File: src/rtl/gsc_pkg.sv
package gsc_pkg;
    typedef enum logic [1:0] {
        ST_IDLE = 2'd0,
        ST_LOW  = 2'd1,
        ST_HIGH = 2'd2,
        ST_LOAD = 2'd3
    } gsc_state_e;
endpackage

File: src/rtl/gsc_cursor.sv
// Walks pad index upward and bit index downward across one chain.
module gsc_cursor #(
    parameter int PADS = 19,
    parameter int BITS = 13,
    localparam int PW = $clog2(PADS),
    localparam int BW = $clog2(BITS)
) (
    input  logic          clk,
    input  logic          rst_n,
    input  logic          clear,
    input  logic          step,
    output logic [PW-1:0] pad_idx,
    output logic [BW-1:0] bit_idx,
    output logic          last
);
    always_ff @(posedge clk or negedge rst_n) begin
        if (!rst_n) begin
            pad_idx <= '0;
            bit_idx <= BW'(BITS - 1);
        end else if (clear) begin
            pad_idx <= '0;
            bit_idx <= BW'(BITS - 1);
        end else if (step) begin
            if (bit_idx == '0) begin
                bit_idx <= BW'(BITS - 1);
                pad_idx <= pad_idx + PW'(1);
            end else begin
                bit_idx <= bit_idx - BW'(1);
            end
        end
    end

    assign last = (pad_idx == PW'(PADS - 1)) && (bit_idx == '0);
endmodule

File: src/rtl/gsc_pick.sv
// Selects the serial bit of one chain; DESCEND walks pads from the top down.
module gsc_pick #(
    parameter int PADS    = 19,
    parameter int BITS    = 13,
    parameter bit DESCEND = 1'b0,
    localparam int PW = $clog2(PADS),
    localparam int BW = $clog2(BITS),
    localparam int CW = PADS * BITS,
    localparam int SW = $clog2(CW)
) (
    input  logic [CW-1:0] words,
    input  logic [PW-1:0] pad_idx,
    input  logic [BW-1:0] bit_idx,
    output logic          sbit
);
    logic [SW-1:0] sel;

    always_comb begin
        int pad;
        if (DESCEND) pad = PADS - 1 - int'(pad_idx);
        else         pad = int'(pad_idx);
        sel  = SW'(pad * BITS + int'(bit_idx));
        sbit = words[sel];
    end
endmodule

File: src/rtl/gpio_cfg_serializer.sv
module gpio_cfg_serializer
    import gsc_pkg::*;
#(
    parameter int PADS_PER_CHAIN = 19,
    parameter int CFG_BITS       = 13,
    localparam int CHAIN_W = PADS_PER_CHAIN * CFG_BITS,
    localparam int ALL_W   = 2 * CHAIN_W,
    localparam int PW      = $clog2(PADS_PER_CHAIN),
    localparam int BW      = $clog2(CFG_BITS)
) (
    input  logic             clk,
    input  logic             rst_n,
    input  logic [ALL_W-1:0] cfg_words,
    input  logic             start_wr,
    input  logic             bb_en,
    input  logic             bb_clk,
    input  logic             bb_data_r,
    input  logic             bb_data_l,
    input  logic             bb_load,
    input  logic             bb_rstn,
    output logic             busy,
    output logic             chain_clk,
    output logic             chain_data_r,
    output logic             chain_data_l,
    output logic             chain_load,
    output logic             chain_rstn
);
    gsc_state_e state, state_nx;

    logic [PW-1:0] pad_idx;
    logic [BW-1:0] bit_idx;
    logic          last_bit;
    logic          cur_clear, cur_step;
    logic [1:0]    pick_bit;

    always_comb begin
        state_nx = state;
        unique case (state)
            ST_IDLE: if (start_wr && !bb_en) state_nx = ST_LOW;
            ST_LOW:  state_nx = ST_HIGH;
            ST_HIGH: state_nx = last_bit ? ST_LOAD : ST_LOW;
            ST_LOAD: state_nx = ST_IDLE;
            default: state_nx = ST_IDLE;
        endcase
    end

    always_ff @(posedge clk or negedge rst_n) begin
        if (!rst_n) state <= ST_IDLE;
        else        state <= state_nx;
    end

    assign cur_clear = (state == ST_IDLE);
    assign cur_step  = (state == ST_HIGH) && !last_bit;

    gsc_cursor #(.PADS(PADS_PER_CHAIN), .BITS(CFG_BITS)) u_cursor (
        .clk     (clk),
        .rst_n   (rst_n),
        .clear   (cur_clear),
        .step    (cur_step),
        .pad_idx (pad_idx),
        .bit_idx (bit_idx),
        .last    (last_bit)
    );

    // Chain 0 (lower pads) walks downward, chain 1 (upper pads) upward.
    for (genvar c = 0; c < 2; c++) begin : g_chain
        gsc_pick #(
            .PADS    (PADS_PER_CHAIN),
            .BITS    (CFG_BITS),
            .DESCEND (c == 0)
        ) u_pick (
            .words   (cfg_words[c*CHAIN_W +: CHAIN_W]),
            .pad_idx (pad_idx),
            .bit_idx (bit_idx),
            .sbit    (pick_bit[c])
        );
    end

    always_comb begin
        logic a_clk, a_load, a_drive;
        a_clk   = 1'b0;
        a_load  = 1'b0;
        a_drive = 1'b0;
        unique case (state)
            ST_IDLE: ;
            ST_LOW:  a_drive = 1'b1;
            ST_HIGH: begin a_drive = 1'b1; a_clk = 1'b1; end
            ST_LOAD: a_load = 1'b1;
            default: ;
        endcase
        busy = (state != ST_IDLE);
        if (bb_en) begin
            chain_clk    = bb_clk;
            chain_data_r = bb_data_r;
            chain_data_l = bb_data_l;
            chain_load   = bb_load;
            chain_rstn   = bb_rstn;
        end else begin
            chain_clk    = a_clk;
            chain_data_r = a_drive & pick_bit[0];
            chain_data_l = a_drive & pick_bit[1];
            chain_load   = a_load;
            chain_rstn   = 1'b1;
        end
    end
endmodule

File: config.mk
export PLATFORM = sky130hd
export DESIGN_NAME = gpio_cfg_serializer
export DESIGN_NICKNAME = d
export VERILOG_FILES = /design/src/rtl/gsc_pkg.sv /design/src/rtl/gsc_cursor.sv /design/src/rtl/gsc_pick.sv /design/src/rtl/gpio_cfg_serializer.sv
export SDC_FILE = /design/constraint.sdc
export NUM_CORES = 1
export LEC_CHECK = 0
export BUFFER_PORTS_ARGS = -buffer_cell sky130_fd_sc_hd__buf_2
export CORE_AREA = 2 2 200 202
export CTS_BUF_LIST = sky130_fd_sc_hd__clkbuf_16
export DETAILED_ROUTE_END_ITERATION = 10
export DIE_AREA = 0 0 202 204
export HOLD_SLACK_MARGIN = 0.12
export PLACE_DENSITY_LB_ADDON = 0.25
export SLEW_MARGIN = 20
export SYNTH_ARGS = -nofsm -noshare
export SYNTH_HDL_FRONTEND = slang
export SYNTH_SLANG_ARGS = --single-unit
File: constraint.sdc
create_clock -name clk -period 5.34 [get_ports clk]
set_clock_uncertainty 0.1 [all_clocks]
set_input_delay 0.534 -clock clk [delete_from_list [all_inputs] [get_ports clk]]
set_output_delay 0.534 -clock clk [all_outputs]
set_load 0.03 [all_outputs]
### Word-level counts from Yosys, hierarchy flattened

Cells that the tools add are included.

| operators by class | value |
|---|---|
| reductions and logical operators | 12 |
| bitwise logic cells | 2 |
| multiplexer cells | 21 |
| add/sub/neg operators | 5 |
| order comparisons | 2 |
| multipliers | 2 |
| eq/ne operators | 5 |

Operator list:

| kind | number |
|---|---|
| 32-bit by 5-bit multiplier with 8-bit output, second input constant | 1 |
| 8-bit by 9-bit less-than comparator with 1-bit output, second input constant | 2 |
| 8-bit by 5-bit adder with 8-bit output | 2 |
| 1-bit binary-select mux with 8-bit select | 2 |
| 5-bit 2-to-1 mux | 3 |
| 4-bit 2-to-1 mux | 3 |
| 1-bit 2-to-1 mux | 10 |
| 5-bit by 4-bit multiplier with 8-bit output, second input constant | 1 |
| 2-bit case mux with 4 select lines | 1 |
| 2-bit nonzero test | 3 |
| 5-bit by 5-bit subtractor with 6-bit output, first input constant | 1 |
| 5-bit by 1-bit adder with 5-bit output, second input constant | 1 |
| 5-bit == test, second input constant | 1 |
| 2-bit == test, second input constant | 2 |
| 4-bit logical NOT | 1 |
| 2-bit 2-to-1 mux | 2 |
| 4-bit by 1-bit subtractor with 4-bit output, second input constant | 1 |
| 1-bit logical AND | 3 |
| 1-bit bitwise AND | 2 |
| 2-bit by 1-bit == test with 1-bit output, second input constant | 1 |
| 1-bit logical NOT | 2 |
| 2-bit logical NOT | 1 |
| 2-bit by 1-bit != test with 1-bit output, second input constant | 1 |
| 2-bit AND reduction | 1 |
| 2-bit OR reduction | 1 |

| storage, ports and cells | value |
|---|---|
| output and inout bits | 6 |
| input port bits | 503 |
| bits in registers | 11 |
| logic and storage cells | 52 |

### Logic depth before layout (Yosys ltp)

Gate-level depths: netlist of run 1.

| depth | value |
|---|---|
| depth in word-level cells | 7 |
| depth in mapped cells | 18 |
| gate-level depth less buffers | 18 |

### Hierarchy

A second synthesis of run 1 with hierarchy kept.

| second synthesis, totals | value |
|---|---|
| cell total of the unflattened synthesis | 589 |
| area, all modules | 6317.3 µm² |

By module, submodules not included:

| module | sequential area each (µm²) | area an instance (µm²) | instances | cells each |
|---|---|---|---|---|
| gsc_pick (g_chain[0].u_pick) | 0.0 | 2800.2 | 1 | 264 |
| gsc_pick (g_chain[1].u_pick) | 0.0 | 2793.9 | 1 | 251 |
| gsc_cursor | 227.7 | 510.5 | 1 | 51 |
| gpio_cfg_serializer | 50.0 | 212.7 | 1 | 23 |

### Worst setup path after synthesis of run 1

OpenSTA, ideal clock, no wires.

| timing path | value |
|---|---|
| path kind | reg2out |
| start | register u_cursor.pad_idx[2] |
| end | output port chain_data_r |
| required time | 4.706 ns |
| buffers on the path | 2 |
| cell stages (with the launch flop) | 17 |
| path slack | 0.269 ns |
| data arrival time | 4.437 ns |
| cell sequence | dfrtp_1 -> inv_1 -> ha_1 -> a21oi_1 -> xnor2_1 -> ha_1 -> ha_1 -> inv_1 -> fa_1 -> fa_1 -> clkbuf_1 -> clkbuf_1 -> o2111ai_1 -> a311o_1 -> o2111ai_1 -> o21ai_1 -> a21oi_1 |

| on the way | value |
|---|---|
| word-level cells in the longest chain between the ends | 7 |

RTL lines:

| item | line | source |
|---|---|---|
| from (decl) | gsc_cursor.sv:12 | `output logic [PW-1:0] pad_idx,` |
| from (signal assigned) | gsc_cursor.sv:26 | `pad_idx <= pad_idx + PW'(1);` |
| 5-bit by 5-bit subtractor with 6-bit output | gsc_pick.sv:20 | `if (DESCEND) pad = PADS - 1 - int'(pad_idx);` |
| 32-bit by 5-bit multiplier with 8-bit output | gsc_pick.sv:22 | `sel = SW'(pad * BITS + int'(bit_idx));` |
| 8-bit by 5-bit adder with 8-bit output | gsc_pick.sv:22 |  |
| 1-bit binary-select mux with 8-bit select | gsc_pick.sv:23 | `sbit = words[sel];` |
| 1-bit 2-to-1 mux (not written as such) | gsc_pick.sv:23 |  |
| 1-bit bitwise AND | gpio_cfg_serializer.sv:100 | `chain_data_r = a_drive & pick_bit[0];` |
| 1-bit 2-to-1 mux | gpio_cfg_serializer.sv:92 | `if (bb_en) begin` |
| to (decl) | gpio_cfg_serializer.sv:23 | `output logic chain_data_r,` |

No other way between the ends. The select of a mux whose other input is x is not followed.

### Worst setup path in the final report of run 1

Same ends and word-level chain as after synthesis.

==> results of run 1 <==
synth_stat cells (4+ instances only):
master       n
a211oi_1     7
a21oi_1     18
a31oi_1      7
and2_1       4
buf_2       14
buf_4        7
buf_6        5
clkbuf_1    15
dfrtp_1      9
fa_1         9
ha_1        46
inv_1       50
mux2_2       5
mux2i_1     23
mux4_1       5
mux4_2     128
nand2_1     31
nand3_1      9
nor2_1      16
nor2b_1      6
nor3_1      11
o2111ai_1    4
o211ai_1     4
o21ai_0      6
o22ai_1      4
xnor2_1     14
xor2_1       4
area by class of cell:
type                       count  area (sq um)
timing repair buffer         544          2880
inverter                      50           188
sequential                    11           282
multi-input combinational    409          5400
clock buffer                   3          75.1
antenna                        1          2.50
tap                          525           657
fill                        4282         29700
clock inverter                 1          5.00
per-stage QoR:
step | TNS [ns] | util, % | instances | setup slack (ns) | instance area (sq um)
2_1_floorplan | 0 | - | 513 | 0.269 | 5990
3_3_place_gp | 0 | 23.4 | 1524 | 0.283 | 9170
3_5_place_dp | 0 | 23.4 | 1524 | 0.199 | 9170
4_1_cts | 0 | 23.7 | 1529 | 0.000867 | 9280
5_1_grt | -0.0493 | 24.2 | 1544 | -0.0493 | 9490
6_report | 0 | 24.2 | 1544 | 0.130 | 9490
path summary, 6_finish.rpt:
path	start	slack, ns	to
max	u_cursor.pad_idx[2]	0.13	chain_data_r
min	state[1]	0.45	state[1]
max reg2reg	u_cursor.bit_idx[0]	2.81	u_cursor.pad_idx[4]
min reg2reg	state[1]	0.45	state[1]
max in group asynchronous	rst_n	4.22	u_cursor.bit_idx[2]
min in group asynchronous	rst_n	0.65	u_cursor.bit_idx[1]
routing by layer:
metal | vias up | part of all wire [%] | wire (um) | track usage [%]
met2 | 256 | 51 | 15500 | 23.7
met5 | - | 0 | 0 | 0
met4 | 0 | 0.33 | 101 | 0.945
met3 | 8 | 5.7 | 1720 | 2.26
li1 | 3106 | - | - | -
met1 | 3385 | 43 | 13100 | 18.8
repair_timing:
| action | in CTS | in global routing |
|---|---|---|
| pin swaps | 0 | 5 |
| gates resized for setup | 3 | 19 |
| cloned | 0 | 2 |
| endpoints found under the setup margin | 2 | 2 |
| hold endpoints to repair | 9 | 0 |
| setup buffers | 0 | 12 |
| hold buffers | 1 | 0 |
cells by family after synthesis:
logic type | Yosys count | share of synthesized area [%]
AOI/OAI and AO/OA | 74 | 8.29
xor gates and xnor gates | 21 | 3.45
adders and majority gates | 55 | 12.6
buffers and inverters | 94 | 7.81
DFF | 11 | 4.64
muxes | 161 | 55.1
and+or+nand+nor | 97 | 8.08
sequential cells by signal, summed over array words and instances (netlist names):
signal and count:
u_cursor.pad_idx 5, u_cursor.bit_idx 4, state 2
worst max-delay path, delay by kind of cell (launching register included):
kind,cells,cell delay (ns)
AO/OA/AOI/OAI,6,0.94
XOR/XNOR,1,0.17
adder cells (fa/ha/maj),5,1.80
buffers and inverters,4,0.51
flip-flops,1,0.38
multiplexers,1,0.52
where the power goes:
| group | internal [mW] | switching, mW | leakage, nW |
|---|---|---|---|
| combinational | 0.208 | 0.112 | 4.18 |
| sequential | 0.0837 | 0 | 0.129 |
| clock | 0.0993 | 0.0389 | 0.0409 |
| total | 0.391 | 0.151 | 4.35 |
==> impl_metrics.tcl, run 1 <==
set metrics [dict create \
    status "completed" \
    yosysSeqAreaShare_pct 4.64 \
    syn_nets 1071 \
    clk_pin_slew_ns 0.05 \
    synth_seq_cells 11 \
    synth_area_leader_cell "mux4_2" \
    synth_ff_type "dfrtp_1" \
    groute.usage.overall_pct 13.7 \
    synthDistinctLibCells 61 \
    slew_headroom_pct 52.2 \
    hold_slack_ns 0.453 \
    ys_top_cells_by_area "mux4_2 (48%), ha_1 (9.6%), mux2i_1 (3.8%)" \
    clock_sinks 11 \
    viasPerCell 4.38 \
    layout.cells.most_common "buf_2" \
    layout-drive-gt1-share_pct 69.4 \
    period_share_pct 97.6 \
    powerDensity_mw_per_mm2 57.1 \
    fin_nets 1577 \
    hold_class "reg2reg" \
    finalSetupViolCount 0 \
    drt_first_iter_violations 374 \
    grt_overflow_total 0 \
    finalHoldViolCount 0 \
    syn_inst 513 \
    period_needed_ns 5.21 \
    grt_max_degree 54 \
    synth_top_area_share_pct 48.1 \
    slowest_delay_ns 0.59 \
    grt_pass1_vias 7105 \
    wl_per_cell_um 19.7 \
    gp_congestion 0.918 \
    avgSynthCellArea_sq_um 11.7 \
    fmax_mhz 192 \
    rows 73 \
    numCtsBuffers 3 \
    routed_wl_um 30400 \
    final_max_slew_viol_count 0 \
    cpMaxStageDelayCell "fa_2" \
    core_sq_mm 0.0392 \
    die-area_sq_mm 0.0412 \
    tightest_slew_ns 0.718 \
    netlist_area_sq_mm 0.00599 \
    path_common_cell "ha_1" \
    critPathArrivalTime_ns 4.58 \
    dpl.hpwl_um 26900 \
    grt_pass1_wl_um 43400 \
    antenna_left 0 \
    final_cell_mix "buf_2 (508), mux4_2 (128), inv_1 (50)" \
    worst_setup_path_start_kind "flip-flop" \
    die_w_um 202 \
    drc 0 \
    start_util_pct 15.3 \
    clock_path_buffers 2 \
    crit_required_ns 4.71 \
    p_leak_nw 4.35 \
    firstDrtPassIters 5 \
    crit_fanout 11 \
    cts_tree "yes" \
    hold_depth 1 \
    vias 6755 \
    critPathKind "reg2out" \
    synth_edf_count 0 \
    die_h_um 204 \
    syn2layout_area_growth_pct 58.4 \
    maxCapViolations 0 \
    ys_async_sr_fraction_pct 100 \
    pin_count 509 \
    htree_levels 1 \
    portBuffers 508 \
    crit_path_end_kind "output port" \
    root_buffer "clkbuf_16" \
    crit_path_cell_trace "inv_1 -> ha_1 -> a21oi_2 -> xnor2_2 -> ha_1 -> ha_1 -> inv_1 -> fa_2 -> fa_2 -> buf_12 -> mux4_2 -> a211oi_1 -> a311o_1 -> o2111ai_1 -> o21ai_1 -> a21oi_2 -> buf_2" \
    vdd_drop_max_v 0.000104 \
    synth_warnings 0 \
    r2r_cells 10 \
    power_mw 0.542 \
    antenna_found_initial 2 \
    clkLatencyLatePin_ns 0.24 \
]
(Power assumes the default switching activity.)
==> run 2: changes to the inputs <==
--- a/config.mk
+++ b/config.mk
@@ -5,6 +5,7 @@
 export SDC_FILE = /design/constraint.sdc
 export NUM_CORES = 1
 export LEC_CHECK = 0
+export ABC_AREA = 1
 export BUFFER_PORTS_ARGS = -buffer_cell sky130_fd_sc_hd__buf_2
 export CORE_AREA = 2 2 200 202
 export CTS_BUF_LIST = sky130_fd_sc_hd__clkbuf_16
@@ -16,3 +17,4 @@
 export SYNTH_ARGS = -nofsm -noshare
 export SYNTH_HDL_FRONTEND = slang
 export SYNTH_SLANG_ARGS = --single-unit
+export TNS_END_PERCENT = 30
==> impl_metrics.tcl, run 2 <==
set metrics [dict create \
    largest_reg_flops 5 \
    avgSynthCellArea_sq_um 4.98 \
    period_share_pct 95.5 \
    slowest_delay_ns 0.51 \
    dpl.hpwl_um 33500 \
    layout-drive-gt1-share_pct 31.2 \
    status "completed" \
    hold_class "reg2reg" \
    top_register "u_cursor.pad_idx" \
    clkLatencyLatePin_ns 0.24 \
    synth_warnings 0 \
    yosysSeqAreaShare_pct 4.16 \
    r2r-start "u_cursor.bit_idx[1]" \
    synth_commonest_cells "nand2_1 (538), nand3_1 (488), inv_1 (84), buf_2 (63), ha_1 (46)" \
    crit_required_ns 4.71 \
    finalSetupTns_ns 0 \
    finalHoldViolCount 0 \
    portBuffers 508 \
    critPathKind "reg2out" \
    syn2layout_area_growth_pct 46.9 \
    cpMaxStageDelayCell "fa_1" \
    fin_area_sq_mm 0.00982 \
    hold-path-endpoint "u_cursor.bit_idx[3]" \
    wl_per_cell_um 17.7 \
    drt_first_iter_violations 856 \
    tightest_slew_ns 0.898 \
    synth_ff_type "dfrtp_1" \
    period_needed_ns 5.10 \
    die_w_um 202 \
    critPathArrivalTime_ns 4.46 \
    synth_seq_cells 11 \
    htree_levels 1 \
    drc 0 \
    crit_fanout 6 \
    slew_headroom_pct 40.2 \
    reg_top3 "u_cursor.pad_idx (5), u_cursor.bit_idx (4), state (2)" \
    crit_path_cell_trace "ha_1 -> xnor2_2 -> inv_1 -> ha_1 -> fa_1 -> inv_1 -> fa_1 -> inv_1 -> ha_1 -> a21oi_1 -> nand2_1 -> or2_2 -> nand2_2 -> inv_1 -> nand3_1 -> nand3_1 -> nand3_1 -> nand3_2 -> nand2_1 -> buf_2" \
    fmax_mhz 196 \
    antenna_found_initial 8 \
    crit_path_end_kind "output port" \
    finalSetupViolCount 0 \
    synthDistinctLibCells 28 \
    path_buf_inv 5 \
    core_sq_mm 0.0392 \
    vias 10700 \
    hold_depth 2 \
    clock_path_buffers 2 \
    gp_congestion 0.933 \
    syn_nets 1899 \
    clk_pin_slew_ns 0.04 \
    rows 73 \
    rsz0062_at_grt "false" \
    hp-start "u_cursor.bit_idx[3]" \
    synth_top_area_share_pct 36.5 \
    die_h_um 204 \
    synth_edf_count 0 \
    layout.cells.most_common "nand2_1" \
    grt_overflow_total 0 \
    final_max_slew_viol_count 0 \
    start_util_pct 17.1 \
    syn_inst 1341 \
    viasPerCell 4.61 \
    groute.usage.overall_pct 18.5 \
    pin_count 509 \
    routed_wl_um 40900 \
    cp_top_family "adder cells" \
    grt_pass1_wl_um 59300 \
    die-area_sq_mm 0.0412 \
    cts_tree "yes" \
    numCtsBuffers 3 \
    r2r_slack_ns 2.97 \
    fin_nets 2340 \
    clock_sinks 11 \
    n_fill_cell 4678 \
    synth.most_common_cell "nand2_1" \
    path_common_cell "inv_1" \
    root_buffer "clkbuf_16" \
    path_depth 20 \
    ys_top_cells_by_area "nand3_1 (37%), nand2_1 (30%), ha_1 (8.6%)" \
    reg2reg_to "u_cursor.pad_idx[1]" \
    worst_setup_path_start_kind "flip-flop" \
    firstDrtPassIters 5 \
    grt_pass1_vias 10200 \
    grt_max_degree 134 \
    antenna_left 0 \
    synth_area_leader_cell "nand3_1" \
    ys_async_sr_fraction_pct 100 \
    r2r_cells 11 \
    placed_area_sq_mm 0.00967 \
    final_cell_mix "nand2_1 (537), buf_2 (508), nand3_1 (487)" \
    netlist_area_sq_mm 0.00668 \
    maxCapViolations 0 \
]
run 2: worst max-delay path by stage:
stage / end / slack (ns) / start
after floorplan: chain_data_r / 0.87 / u_cursor.pad_idx[0]
after global placement: chain_data_r / 0.29 / u_cursor.pad_idx[0]
after detailed placement: chain_data_r / 0.21 / u_cursor.pad_idx[0]
after CTS: chain_data_r / 0.05 / u_cursor.pad_idx[0]
after global routing: chain_data_r / 0.003 / u_cursor.pad_idx[0]
final: chain_data_r / 0.24 / u_cursor.pad_idx[0]
run 2: through the flow:
stage	hold WS, ns	utilization, %	setup WS [ns]	cells
finish	0.435	25.1	0.242	2313
global route	0.454	25.0	0.00299	2309
CTS	0.440	24.9	0.0506	2303
detailed placement	0.347	24.7	0.215	2298
global placement	0.339	24.7	0.294	2298
floorplan	0.138	-	0.873	1341
run 2: routing by layer:
layer	GRT usage (%)	share of wire [%]	wire [um]
met5	0	0	0
met4	3.05	1.7	703
met3	2.38	6.3	2570
met2	31.3	47	19000
met1	25.3	45	18600
run 2: final cells by class:
| cell class | instances | area, sq um | share of cell area [%] |
|---|---|---|---|
| Multi-Input combinational cell | 1145 | 5660 | 57.7 |
| Tap cell | 525 | 657 | 6.69 |
| Antenna cell | 7 | 17.5 | 0.178 |
| Clock inverter | 1 | 3.75 | 0.0382 |
| Clock buffer | 3 | 75.1 | 0.764 |
| Timing Repair Buffer | 534 | 2790 | 28.4 |
| Sequential cell | 11 | 279 | 2.84 |
| Inverter | 87 | 334 | 3.40 |
run 2: tightest hold or removal path: cells and delay by family, from the launching register on:
family | cells | cell delay [ns]
DFF | 1 | 0.39
and+or+nand+nor | 2 | 0.13
run 2: cell families after synthesis:
family	share of synthesized area (%)
compound gates	2.10
xor+xnor	2.32
fa+ha+maj	11.3
buf+inv	11.7
flops	4.16
simple gates	68.4
run 2: timing repair:
item	4_1_cts	5_1_grt
endpoints found under the setup margin	1	1
resized for setup	1	4
hold buffers	1	0
buffers inserted	0	3
hold endpoints to repair	9	0
pin swaps	0	3
Power of run 2 is not shown: default switching activity piles up to over one toggle a cycle in this logic, so the estimate is an artifact.
==> run 3: changes to the inputs <==
--- a/config.mk
+++ b/config.mk
@@ -6,11 +6,11 @@
 export NUM_CORES = 1
 export LEC_CHECK = 0
 export ABC_AREA = 1
-export BUFFER_PORTS_ARGS = -buffer_cell sky130_fd_sc_hd__buf_2
-export CORE_AREA = 2 2 200 202
+export CORE_AREA = 2 2 197 199
 export CTS_BUF_LIST = sky130_fd_sc_hd__clkbuf_16
 export DETAILED_ROUTE_END_ITERATION = 10
-export DIE_AREA = 0 0 202 204
+export DIE_AREA = 0 0 199 201
+export DONT_BUFFER_PORTS = 1
 export HOLD_SLACK_MARGIN = 0.12
 export PLACE_DENSITY_LB_ADDON = 0.25
 export SLEW_MARGIN = 20
==> constraint.sdc (replaced) <==
create_clock -name clk -period 5.34 [get_ports clk]
set_clock_uncertainty 0.1 [all_clocks]
set_input_delay 0 -clock clk [delete_from_list [all_inputs] [get_ports clk]]
set_output_delay 0 -clock clk [all_outputs]
set_load 0.03 [all_outputs]
==> impl_metrics.tcl, run 3 (synthesis results as in run 2) <==
set metrics [dict create \
    status "completed" \
    final_cell_mix "nand2_1 (538), nand3_1 (488), inv_1 (84)" \
    fmax_mhz 206 \
    pin_count 509 \
    grt_max_degree 247 \
    gp_congestion 0.900 \
    path_buf_inv 5 \
    critPathKind "reg2out" \
    worstSetupStartpoint "u_cursor.pad_idx[0]" \
    dp_slack_ns 0.677 \
    firstDrtPassIters 5 \
    start_util_pct 17.5 \
    postLayoutSetupSlackWorst_ns 0.483 \
    reg_top3 "u_cursor.pad_idx (5), u_cursor.bit_idx (4), state (2)" \
    r2r-start "u_cursor.bit_idx[0]" \
    crit_fanout 10 \
    groute.usage.overall_pct 16.7 \
    period_needed_ns 4.86 \
    critPathArrivalTime_ns 4.76 \
    grt_overflow_total 0 \
    dpl.hpwl_um 29400 \
    grt_pass1_vias 8184 \
    placed_area_sq_mm 0.00704 \
    viasPerCell 4.94 \
    crit_path_cell_trace "ha_1 -> xnor2_1 -> inv_1 -> ha_1 -> fa_1 -> inv_1 -> fa_1 -> inv_1 -> ha_1 -> xnor2_2 -> inv_1 -> nand2_1 -> nand2_1 -> nand2_1 -> nand2_1 -> nand3_1 -> nand3_1 -> nand3_1 -> nand2_1 -> buf_12" \
    die_h_um 201 \
    cpMaxStageDelayCell "fa_1" \
    tightest_slew_ns 1.38 \
    root_buffer "clkbuf_16" \
    ff_latch_area_sq_um 278 \
    htree_levels 1 \
    portBuffers 0 \
    vias 8827 \
    antenna_found_initial 7 \
    drc 0 \
    multi_input_area_sq_mm 0.00565 \
    period_share_pct 91.0 \
    finalSetupViolCount 0 \
    grt_pass1_wl_um 50000 \
    layout-drive-gt1-share_pct 2.45 \
    finalHoldViolCount 0 \
    maxCapViolations 0 \
    core_sq_mm 0.0381 \
    n_fill_cell 4586 \
    die_w_um 199 \
    clock_sinks 11 \
    layout.cells.most_common "nand2_1" \
    antenna_left 0 \
    wl_per_cell_um 20.2 \
    finalSetupTns_ns 0 \
    numCtsBuffers 3 \
    die-area_sq_mm 0.0400 \
    postLayoutCoreUtil_pct 18.8 \
    syn2layout_area_growth_pct 7.41 \
    worst_setup_path_start_kind "flip-flop" \
    largest_reg_flops 5 \
    crit_required_ns 5.24 \
    path_common_cell "nand2_1" \
    cts_tree "yes" \
    top_register "u_cursor.pad_idx" \
    slowest_delay_ns 0.50 \
    clock_path_buffers 2 \
    final_max_slew_viol_count 0 \
    rsz0062_at_grt "false" \
    rows 72 \
    clk_pin_slew_ns 0.04 \
    slew_headroom_pct 7.94 \
    cp_top_family "adder cells" \
    fin_area_sq_mm 0.00718 \
    routed_wl_um 36200 \
    fin_nets 1825 \
    drt_first_iter_violations 619 \
    clkLatencyLatePin_ns 0.24 \
    crit_path_end_kind "output port" \
    hold_class "in2async" \
]
[run 3: worst register-to-register path, cell delays in order, from the launching register on]
cell     delay, ns
dfrtp_1       0.42
inv_1         0.12
ha_1          0.15
inv_1         0.05
nor3_1        0.26
nand4_1       0.26
nand2_1       0.17
nand2_1       0.15
nand2_1       0.21
inv_1         0.12
a31oi_1       0.18
nor3_1        0.06
[run 3: cell type report]
cell class | count | area share, %
clock inverter | 1 | 0.0523
clock buffer | 3 | 1.05
sequential | 11 | 3.87
tap | 518 | 9.03
multi-input combinational | 1145 | 78.6
timing repair buffer | 19 | 2.51
inverter | 87 | 4.72
antenna | 4 | 0.139
[run 3: stage by stage]
| stage | hold slack [ns] | std cells |
|---|---|---|
| 2_1_floorplan | -0.396 | 1341 |
| 3_3_place_gp | -0.395 | 1775 |
| 3_5_place_dp | -0.395 | 1775 |
| 4_1_cts | 0.124 | 1784 |
| 5_1_grt | 0.135 | 1788 |
| 6_report | 0.0965 | 1788 |
[run 3: path summary, 6_finish.rpt]
check	endpoint	slack (ns)	cells after the start
setup / recovery	chain_data_r	0.48	20
hold / removal	state[0]	0.1	1
setup reg to reg	u_cursor.pad_idx[4]	2.97	11
hold reg to reg	u_cursor.bit_idx[3]	0.43	2
max in group asynchronous	u_cursor.pad_idx[0]	4.66	1
min in group clk	chain_data_l	0.12	2
[run 3: layer usage]
metal	vias up	share of wire, %	GRT usage, %
met5	-	0.075	0
met4	4	1.8	3.52
met3	32	5.3	1.19
met2	402	46	28.5
met1	4126	46	23.0
li1	4263	-	-
[run 3: repair_timing]
action	in CTS	in global routing
hold buffers	5	0
setup buffers	0	0
resized for setup	0	0
endpoints found under the hold margin	14	0
Power of run 3 is left out for the same reason.
